### config.mk
export PLATFORM = sky130hd
export DESIGN_NAME = mac_unit
export DESIGN_NICKNAME = d
export VERILOG_FILES = /design/src/rtl/mac_pkg.sv /design/src/rtl/mac_ctrl.sv /design/src/rtl/mac_ripple.sv /design/src/rtl/mac_final_adder.sv /design/src/rtl/mac_datapath.sv /design/src/rtl/mac_unit.sv
export SDC_FILE = /design/constraint.sdc
export NUM_CORES = 1
export LEC_CHECK = 0
export BUFFER_PORTS_ARGS = -buffer_cell sky130_fd_sc_hd__buf_2
export CAP_MARGIN = 0
export CELL_PAD_IN_SITES_DETAIL_PLACEMENT = 1
export CELL_PAD_IN_SITES_GLOBAL_PLACEMENT = 1
export CORE_MARGIN = 5
export CORE_UTILIZATION = 45
export DETAILED_ROUTE_END_ITERATION = 8
export PLACE_DENSITY = 0.78
export SYNTH_ARGS = -nofsm -noshare
export SYNTH_HDL_FRONTEND = slang
export SYNTH_SLANG_ARGS = --single-unit
export TNS_END_PERCENT = 1
### constraint.sdc
create_clock -name clk -period 7 [get_ports clk]
set_input_delay 0.35 -clock clk [delete_from_list [all_inputs] [get_ports clk]]
set_output_delay 0.35 -clock clk [all_outputs]
set_load 0.005 [all_outputs]
### src/rtl/mac_pkg.sv
package mac_pkg;

  localparam int unsigned ADD_LOOKAHEAD = 0;
  localparam int unsigned ADD_SELECT    = 1;
  localparam int unsigned ADD_SKIP      = 2;

  typedef struct packed {
    logic clr;
    logic load;
  } macStrobes_t;

endpackage

### src/rtl/mac_ctrl.sv
module mac_ctrl
  import mac_pkg::*;
(
  input  logic        clear,
  input  logic        enable,
  output macStrobes_t strobes
);

  // Clear wins over enable; at most one strobe is active.
  always_comb begin
    strobes.clr  = clear;
    strobes.load = enable & ~clear;
  end

endmodule

### src/rtl/mac_ripple.sv
module mac_ripple #(
  parameter int unsigned WIDTH = 8
) (
  input  logic [WIDTH-1:0] addA,
  input  logic [WIDTH-1:0] addB,
  input  logic             carryIn,
  output logic [WIDTH-1:0] sumOut,
  output logic             carryOut
);

  logic [WIDTH:0] chain;

  assign chain[0] = carryIn;

  for (genvar i = 0; i < WIDTH; i++) begin : g_bit
    logic prop;
    logic gen;
    assign prop        = addA[i] ^ addB[i];
    assign gen         = addA[i] & addB[i];
    assign sumOut[i]   = prop ^ chain[i];
    assign chain[i+1]  = gen | (prop & chain[i]);
  end

  assign carryOut = chain[WIDTH];

endmodule

### src/rtl/mac_final_adder.sv
module mac_final_adder #(
  parameter int unsigned WIDTH = 17,
  parameter int unsigned GROUP = 4,
  parameter int unsigned KIND  = 0
) (
  input  logic [WIDTH-1:0] rowS,
  input  logic [WIDTH-1:0] rowC,
  output logic [WIDTH-1:0] total
);

  localparam int unsigned NGRP = (WIDTH + GROUP - 1) / GROUP;
  localparam int unsigned LOW  = WIDTH / 2;
  localparam int unsigned HIGH = WIDTH - LOW;

  if (KIND == mac_pkg::ADD_LOOKAHEAD) begin : g_lookahead
    logic [WIDTH-1:0] prop, gen;
    logic [NGRP-1:0]  grpGen, grpProp;
    logic [NGRP:0]    grpCarry;

    assign prop = rowS ^ rowC;
    assign gen  = rowS & rowC;

    always_comb begin
      logic cr;
      // Group generate and propagate from each block of bits.
      for (int k = 0; k < NGRP; k++) begin
        grpGen[k]  = 1'b0;
        grpProp[k] = 1'b1;
        for (int j = 0; j < GROUP; j++) begin
          if (k * GROUP + j < WIDTH) begin
            grpGen[k]  = gen[k*GROUP+j] | (prop[k*GROUP+j] & grpGen[k]);
            grpProp[k] = grpProp[k] & prop[k*GROUP+j];
          end
        end
      end
      // Carries between groups come from group signals only.
      grpCarry[0] = 1'b0;
      for (int k = 0; k < NGRP; k++) begin
        grpCarry[k+1] = grpGen[k] | (grpProp[k] & grpCarry[k]);
      end
      // Carries inside each group start from its look-ahead carry.
      total = '0;
      for (int k = 0; k < NGRP; k++) begin
        cr = grpCarry[k];
        for (int j = 0; j < GROUP; j++) begin
          if (k * GROUP + j < WIDTH) begin
            total[k*GROUP+j] = prop[k*GROUP+j] ^ cr;
            cr = gen[k*GROUP+j] | (prop[k*GROUP+j] & cr);
          end
        end
      end
    end

  end else if (KIND == mac_pkg::ADD_SELECT) begin : g_select
    logic [LOW-1:0]  lowSum;
    logic            lowCarry;
    logic [HIGH-1:0] hiSum0, hiSum1;
    logic            hiCarry0, hiCarry1;

    mac_ripple #(.WIDTH(LOW)) u_low (
      .addA(rowS[LOW-1:0]), .addB(rowC[LOW-1:0]), .carryIn(1'b0),
      .sumOut(lowSum), .carryOut(lowCarry));

    mac_ripple #(.WIDTH(HIGH)) u_hi0 (
      .addA(rowS[WIDTH-1:LOW]), .addB(rowC[WIDTH-1:LOW]), .carryIn(1'b0),
      .sumOut(hiSum0), .carryOut(hiCarry0));

    mac_ripple #(.WIDTH(HIGH)) u_hi1 (
      .addA(rowS[WIDTH-1:LOW]), .addB(rowC[WIDTH-1:LOW]), .carryIn(1'b1),
      .sumOut(hiSum1), .carryOut(hiCarry1));

    logic unusedCarry;
    assign unusedCarry = lowCarry ? hiCarry1 : hiCarry0;
    assign total = {(lowCarry ? hiSum1 : hiSum0), lowSum};

  end else begin : g_skip
    logic [WIDTH-1:0] prop, gen;

    assign prop = rowS ^ rowC;
    assign gen  = rowS & rowC;

    always_comb begin
      logic cr;
      logic grpIn;
      logic allProp;
      cr = 1'b0;
      total = '0;
      for (int k = 0; k < NGRP; k++) begin
        grpIn   = cr;
        allProp = 1'b1;
        for (int j = 0; j < GROUP; j++) begin
          if (k * GROUP + j < WIDTH) begin
            total[k*GROUP+j] = prop[k*GROUP+j] ^ cr;
            cr      = gen[k*GROUP+j] | (prop[k*GROUP+j] & cr);
            allProp = allProp & prop[k*GROUP+j];
          end
        end
        // Bypass: a fully propagating group forwards its input carry.
        cr = allProp ? grpIn : cr;
      end
    end
  end

endmodule

### src/rtl/mac_datapath.sv
module mac_datapath
  import mac_pkg::*;
#(
  parameter int unsigned N     = 8,
  parameter int unsigned GROUP = 4,
  parameter int unsigned KIND  = 0
) (
  input  logic        clk,
  input  macStrobes_t strobes,
  input  logic [N-1:0] opA,
  input  logic [N-1:0] opB,
  output logic [2*N:0] accQ
);

  localparam int unsigned W = 2 * N + 1;

  logic [W-1:0] rows [N+1];
  logic [W-1:0] sumArr [N];
  logic [W-1:0] carArr [N];
  logic [W-1:0] nextAcc;
  logic [W-1:0] wideA;

  assign wideA = {{(W-N){1'b0}}, opA};

  // Partial-product rows plus the accumulator as the last row.
  for (genvar i = 0; i < N; i++) begin : g_pp
    assign rows[i] = opB[i] ? (wideA << i) : '0;
  end
  assign rows[N] = accQ;

  // Linear carry-save array: two rows in, one new row folded per stage.
  assign sumArr[0] = rows[0];
  assign carArr[0] = rows[1];
  for (genvar k = 1; k < N; k++) begin : g_csa
    assign sumArr[k] = sumArr[k-1] ^ carArr[k-1] ^ rows[k+1];
    assign carArr[k] = ((sumArr[k-1] & carArr[k-1]) |
                        (sumArr[k-1] & rows[k+1])   |
                        (carArr[k-1] & rows[k+1])) << 1;
  end

  mac_final_adder #(.WIDTH(W), .GROUP(GROUP), .KIND(KIND)) u_final (
    .rowS(sumArr[N-1]), .rowC(carArr[N-1]), .total(nextAcc));

  always_ff @(posedge clk) begin
    if (strobes.clr)       accQ <= '0;
    else if (strobes.load) accQ <= nextAcc;
  end

  // compressed rows keep the arithmetic sum of accumulator and product.
  assert_tree_sum_R9: assert property (@(posedge clk) disable iff (strobes.clr)
    W'(sumArr[N-1] + carArr[N-1]) == W'(accQ + opA * opB));

  // the selected final adder is exact modulo 2^W.
  assert_adder_exact_R8: assert property (@(posedge clk) disable iff (strobes.clr)
    nextAcc == W'(sumArr[N-1] + carArr[N-1]));

  // clear and load never coincide; clear leaves zero behind.
  assert_strobe_excl_R1: assert property (@(posedge clk)
    $onehot0({strobes.clr, strobes.load}));
  assert_clear_zero_R1: assert property (@(posedge clk)
    strobes.clr |=> accQ == '0);

  // no strobe, no change.
  assert_hold_R2: assert property (@(posedge clk) disable iff (strobes.clr)
    !strobes.load |=> $stable(accQ));

  // a load adds the product of the previous cycle's operands.
  assert_accumulate_R3: assert property (@(posedge clk) disable iff (strobes.clr)
    strobes.load |=> accQ == W'($past(accQ) + $past(opA) * $past(opB)));

endmodule

### src/rtl/mac_unit.sv
module mac_unit
  import mac_pkg::*;
#(
  parameter int unsigned N          = 8,
  parameter int unsigned GROUP      = 4,
  parameter int unsigned ADDER_KIND = 0
) (
  input  logic         clk,
  input  logic         clear,
  input  logic         enable,
  input  logic [N-1:0] opA,
  input  logic [N-1:0] opB,
  output logic [2*N:0] accOut
);

  macStrobes_t strobes;

  mac_ctrl u_ctrl (
    .clear(clear), .enable(enable), .strobes(strobes));

  mac_datapath #(.N(N), .GROUP(GROUP), .KIND(ADDER_KIND)) u_dp (
    .clk(clk), .strobes(strobes), .opA(opA), .opB(opB), .accQ(accOut));

endmodule

Word-level counts from Yosys, hierarchy flattened
Cells that the tools add are included.

Add/subtract/negate cells: 0. Multipliers: 0. Divide/modulo/power cells: 0. Magnitude comparators: 0. Equality and inequality tests: 0. Shift-type cells: 0. Mux-type cells: 8. Bitwise operators: 126. Reduce and logical (&&, ||, !) cells: 0.

Operator list (number): $and A16 B16 Y16 (20); $or A16 B16 Y16 (14); $xor A17 B17 Y17 (9); $and A1 B1 Y1 (34); $and A16 B15 Y16 (2); $or A1 B1 Y1 (24); $xor A17 B10 Y17 (1); $xor A17 B11 Y17 (1); $xor A17 B12 Y17 (1); $xor A17 B13 Y17 (1); $xor A17 B14 Y17 (1); $xor A17 B15 Y17 (1); $xor A1 B1 Y1 (16); $mux W15 (1); $mux W14 (1); $mux W13 (1); $mux W12 (1); $mux W11 (1); $mux W10 (1); $mux W9 (1); $mux W8 (1); $not A1 Y1 (1).

Flip-flop bits (word level): 17. Latch bits: 0. Bits in writable memories: 0. Bits in read-only memories: 0. Bits of input ports: 19. Logic and storage cells: 135. Memories kept: 0.

Longest topological paths before layout
Word-level depth: 40. Gate-level depth with buffers: 21. Gate-level depth less buffers: 21.

Cells and area by module
From an unflattened synthesis, not the netlist that was laid out.

Cell total of the unflattened synthesis: 282. Area, all modules: 2841.5 µm².

By module, submodules not included: mac_datapath (times used 1, cells each 219, area an instance 2219.6 µm², sequential area each 340.3 µm²); mac_final_adder (times used 1, cells each 61, area an instance 600.6 µm², sequential area each 0.0 µm²); mac_ctrl (times used 1, cells each 2, area an instance 21.3 µm², sequential area each 0.0 µm²).

Worst setup path after synthesis
Ideal clock, no wire load.

Path type: input to register. Start point: input opA[5]. End point: register u_dp.accQ[15]. Setup time: 0.086 ns. Data arrival time: 6.202 ns. Data required time: 6.914 ns. Path slack: 0.712 ns. Stages on the path: 20. Path buffers: 0. Path through: nand2_1 > fa_1 > inv_1 > fa_1 > fa_1 > fa_1 > fa_1 > inv_1 > fa_1 > inv_1 > fa_1 > ha_1 > a21oi_1 > o21ai_1 > a21o_1 > fa_1 > fa_1 > fa_1 > xnor2_1 > a211oi_1.

Longest elaborated chain between the ends: 34. Elaborated cells between the ends (all ways): 88. Those cells by class: mux: 8; bitwise: 80.

Ends and longest elaborated chain: start, declared (RTL line mac_unit.sv:11) `input logic [N-1:0] opA,`; $mux W8 (RTL line mac_datapath.sv:27) `assign rows[i] = opB[i] ? (wideA << i) : '0;`; $and A16 B16 Y16 (tied with other cells) (RTL line mac_datapath.sv:36) `assign carArr[k] = ((sumArr[k-1] & carArr[k-1]) |`; $or A16 B16 Y16 / $xor A17 B10 Y17 (equally long branches) (RTL line mac_datapath.sv:36, mac_datapath.sv:35); $or A16 B16 Y16 (tied with other cells) (RTL line mac_datapath.sv:37) `(sumArr[k-1] & rows[k+1]) |`; $and A16 B16 Y16 (tied with other cells) (RTL line mac_datapath.sv:36); $or A16 B16 Y16 (tied with other cells) (RTL line mac_datapath.sv:36); $or A16 B16 Y16 (tied with other cells) (RTL line mac_datapath.sv:37); $and A16 B16 Y16 (tied with other cells) (RTL line mac_datapath.sv:36); [18 not listed]; $or A1 B1 Y1 (RTL line mac_final_adder.sv:39) `grpCarry[k+1] = grpGen[k] | (grpProp[k] & grpCarry[k]);`; $and A1 B1 Y1 (RTL line mac_final_adder.sv:48) `cr = gen[k*GROUP+j] | (prop[k*GROUP+j] & cr);`; $or A1 B1 Y1 (RTL line mac_final_adder.sv:48); $and A1 B1 Y1 (RTL line mac_final_adder.sv:48); $or A1 B1 Y1 (RTL line mac_final_adder.sv:48); $and A1 B1 Y1 (RTL line mac_final_adder.sv:48); $or A1 B1 Y1 * (RTL line mac_final_adder.sv:48); $xor A1 B1 Y1 * (RTL line mac_final_adder.sv:47) `total[k*GROUP+j] = prop[k*GROUP+j] ^ cr;`; end signal, assigned (RTL line mac_datapath.sv:46) `else if (strobes.load) accQ <= nextAcc;`; end, declared (RTL line mac_datapath.sv:12) `output logic [2*N:0] accQ`.

Every way passes the cells marked *; elsewhere a longest branch is shown, timed or not. A chain may end at the register's enable or synchronous reset.

Worst setup path in the final report
Start point: input opB[2]. End point: register u_dp.accQ[15].

Longest elaborated chain between the ends: 37. Elaborated cells between the ends (all ways): 83. Those cells by class: mux: 1; bitwise: 82.

Ends and longest elaborated chain: start, declared (RTL line mac_unit.sv:12) `input logic [N-1:0] opB,`; $mux W10 * (RTL line mac_datapath.sv:27); $and A16 B16 Y16 (RTL line mac_datapath.sv:37); $or A16 B16 Y16 (RTL line mac_datapath.sv:36); $or A16 B16 Y16 (RTL line mac_datapath.sv:37); $and A16 B16 Y16 (RTL line mac_datapath.sv:36); $or A16 B16 Y16 (RTL line mac_datapath.sv:36); $or A16 B16 Y16 (RTL line mac_datapath.sv:37); $and A16 B16 Y16 (RTL line mac_datapath.sv:36); [21 not listed]; $or A1 B1 Y1 (RTL line mac_final_adder.sv:39); $and A1 B1 Y1 (RTL line mac_final_adder.sv:48); $or A1 B1 Y1 (RTL line mac_final_adder.sv:48); $and A1 B1 Y1 (RTL line mac_final_adder.sv:48); $or A1 B1 Y1 (RTL line mac_final_adder.sv:48); $and A1 B1 Y1 (RTL line mac_final_adder.sv:48); $or A1 B1 Y1 (RTL line mac_final_adder.sv:48); $xor A1 B1 Y1 * (RTL line mac_final_adder.sv:47).

Marks and branches as above.

==> flow_summary.ini <==
[outcome]
status = completed

[job]
max_cap_violations = 0

[floorplanning]
num_io_pins = 36
row_count = 28
initial_core_util_pct = 46.7
die_w_um = 88.9
die_h_um = 88.9
core-area_mm2 = 0.00599
die_area_mm2 = 0.00789

[timing]
rsz0062_at_grt = false
fin_setup_tns_ps = 0
holdWs_ps = 470
max_freq_mhz = 154
slew_headroom_pct = 63.6
fin_ws_ps = 509
finalCritPeriodShare_pct = 92.7
layout_min_cycle_time_ps = 6490
finalHoldViolations = 0
final_max_slew_viol_count = 0
worst_pin_slew_ps = 546
finalSetupViolCount = 0
fin_skew_ps = 5.97

[pwr]
power_density_mw_per_mm2 = 350
total_leakage_power_nw = 1.62
vdd_drop_max_uv = 237

[final_layout]
final_cells = 397
nets = 429
final_cell_mix = fa_1, inv_1, nand2_1
layout_commonest_cell = fa_1
reg.largest.list = u_dp.accQ (17)
top_register = u_dp.accQ
drive_gt1_share_pct = 12.7
largest_register_ff_count = 17
antenna_cells = 0
syn_to_final_growth_pct = 10.5
post-route-util_pct = 51.6

[synthesis]
synth_area_mm2 = 0.00280
syn_nets = 394
synth_cell_types = 22
yosysSeqAreaShare_pct = 12.2
yosys_warnings = 0
synth-seq-cells = 17
synthCells = 288
avgSynthCellArea_um2 = 9.71

[clocking]
path_clk_slew_ps = 80
cts.htree.levels = 1
root_buffer = clkbuf_8
cts_resized = 0
cts.sinks = 17
cts_buffers = 3
tritoncts = done
clock_path_buffers = 2
cts_hold_buf = 0
clk_latency_ps = 260
postCtsSetupBuffers = 0

[placed_design]
hpwlAfterDp_um = 4950
finalWeightedCongestion = 0.749
pre_cts_slack_ps = 166
port_buffers = 35
numPlacedInstances = 393

[setup_path]
required_ps = 7170
rrSetupSlack_ps = 3060
ff2ff_path_depth = 14
critPathMaxFanout = 8
cp-start-kind = primary input
endpoint_kind = register
cp.arrival_ps = 6660
path_class = in -> reg
r2r_end = u_dp.accQ[15]
timing.rr.start = u_dp.accQ[1]

[detailed_routing]
viasPerCell = 5.04
drc_errors = 0
dr.first_iter.drc_count = 48
ant_nets = 0
wl_um = 5510
vias = 2002
avgRoutedWirePerCell_um = 13.9
drt-pass1-iter-count = 4

[global_routing]
grt_usage_pct = 15.5
grt_max_degree = 25
grt_first_pass_wirelength_um = 9730
antenna_found_initial = 0
grt_pass1_vias = 2244
overflow = 0

[worst_hold_path]
min_path_cells = 2
hp-class = in -> reg
min_to = u_dp.accQ[1]
min-delay-start = clear
[layout make-up]
class,instances,area [µm²]
fill,732,2900
multi-input combinational,210,2220
sequential,17,340
inverter,56,210
timing repair buffer,35,175
tap,75,93.8
clock buffer,3,41.3
clock inverter,1,5.00
[cells in the mapped netlist, drive strengths merged]
| cell | number | area (µm²) |
|---|---|---|
| a211oi | 6 | 45.0 |
| a21o | 2 | 15.0 |
| a21oi | 6 | 37.5 |
| a22o | 1 | 8.76 |
| a31oi | 1 | 6.26 |
| and2 | 31 | 194 |
| buf | 4 | 18.8 |
| clkbuf | 1 | 3.75 |
| dfxtp | 17 | 340 |
| fa | 60 | 1200 |
| ha | 27 | 338 |
| inv | 56 | 210 |
| mux2 | 1 | 11.3 |
| mux2i | 10 | 100 |
| nand2 | 37 | 139 |
| nand3 | 2 | 10.0 |
| nor2 | 19 | 71.3 |
| nor2b | 1 | 6.26 |
| o21ai | 3 | 15.0 |
| xnor2 | 3 | 26.3 |
[power breakdown]
group	total [W]	leakage, nW	switching [W]	internal [W]
Sequential	0.000151	0.140	0.0000249	0.000126
Clock	0.0000776	0.0255	0.0000380	0.0000396
Combinational	0.000854	1.45	0.000459	0.000395
Total	0.00108	1.62	0.000522	0.000561
[worst max-delay path: stages]
cell and delay [ps]:
buf_2 160, nand2_1 100, fa_1 540, inv_1 50, fa_1 450, fa_1 520
fa_1 440, fa_1 500, inv_1 50, fa_1 480, inv_1 50, fa_1 440
ha_1 330, a21oi_1 140, o21ai_1 150, a21o_1 200, fa_1 450, fa_1 480
fa_1 450, xnor2_1 130, a211oi_1 230
[how the worst max path moves through the flow]
stage	startpoint	to	slack, ps	cells past startpoint
2_1_floorplan	opA[5]	u_dp.accQ[15]	710	20
3_3_place_gp	opB[2]	u_dp.accQ[15]	380	21
3_5_place_dp	opB[2]	u_dp.accQ[15]	170	21
4_1_cts	opB[2]	u_dp.accQ[15]	450	21
5_1_grt	opB[2]	u_dp.accQ[15]	230	21
6_report	opB[2]	u_dp.accQ[15]	510	21
[per-layer routing]
layer	global-route usage (%)	wire, µm	vias up
li1	-	-	941
met1	18.5	2160	1032
met2	30.2	3170	25
met3	2.42	157	4
met4	1.24	21	0
met5	0	0	-
[logic make-up (layout without fill, tap and decap cells)]
logic type	after synthesis	in the layout	synth area share, %
AND/OR/NAND/NOR	90	90	15.0
adder cells (fa/ha/maj)	87	87	55.0
buffers and inverters	61	95	8.32
AO/OA/AOI/OAI	19	19	4.56
flip-flops	17	17	12.2
multiplexers	11	11	3.98
XOR/XNOR	3	3	0.939
[through the flow]
stage | instance area (µm²) | power, W
floorplan | 2800 | 0.000796
global placement | 3040 | 0.000981
detailed placement | 3040 | 0.00102
CTS | 3090 | 0.00112
global route | 3090 | 0.00125
finish | 3090 | 0.00108
(Power assumes the default switching activity.)
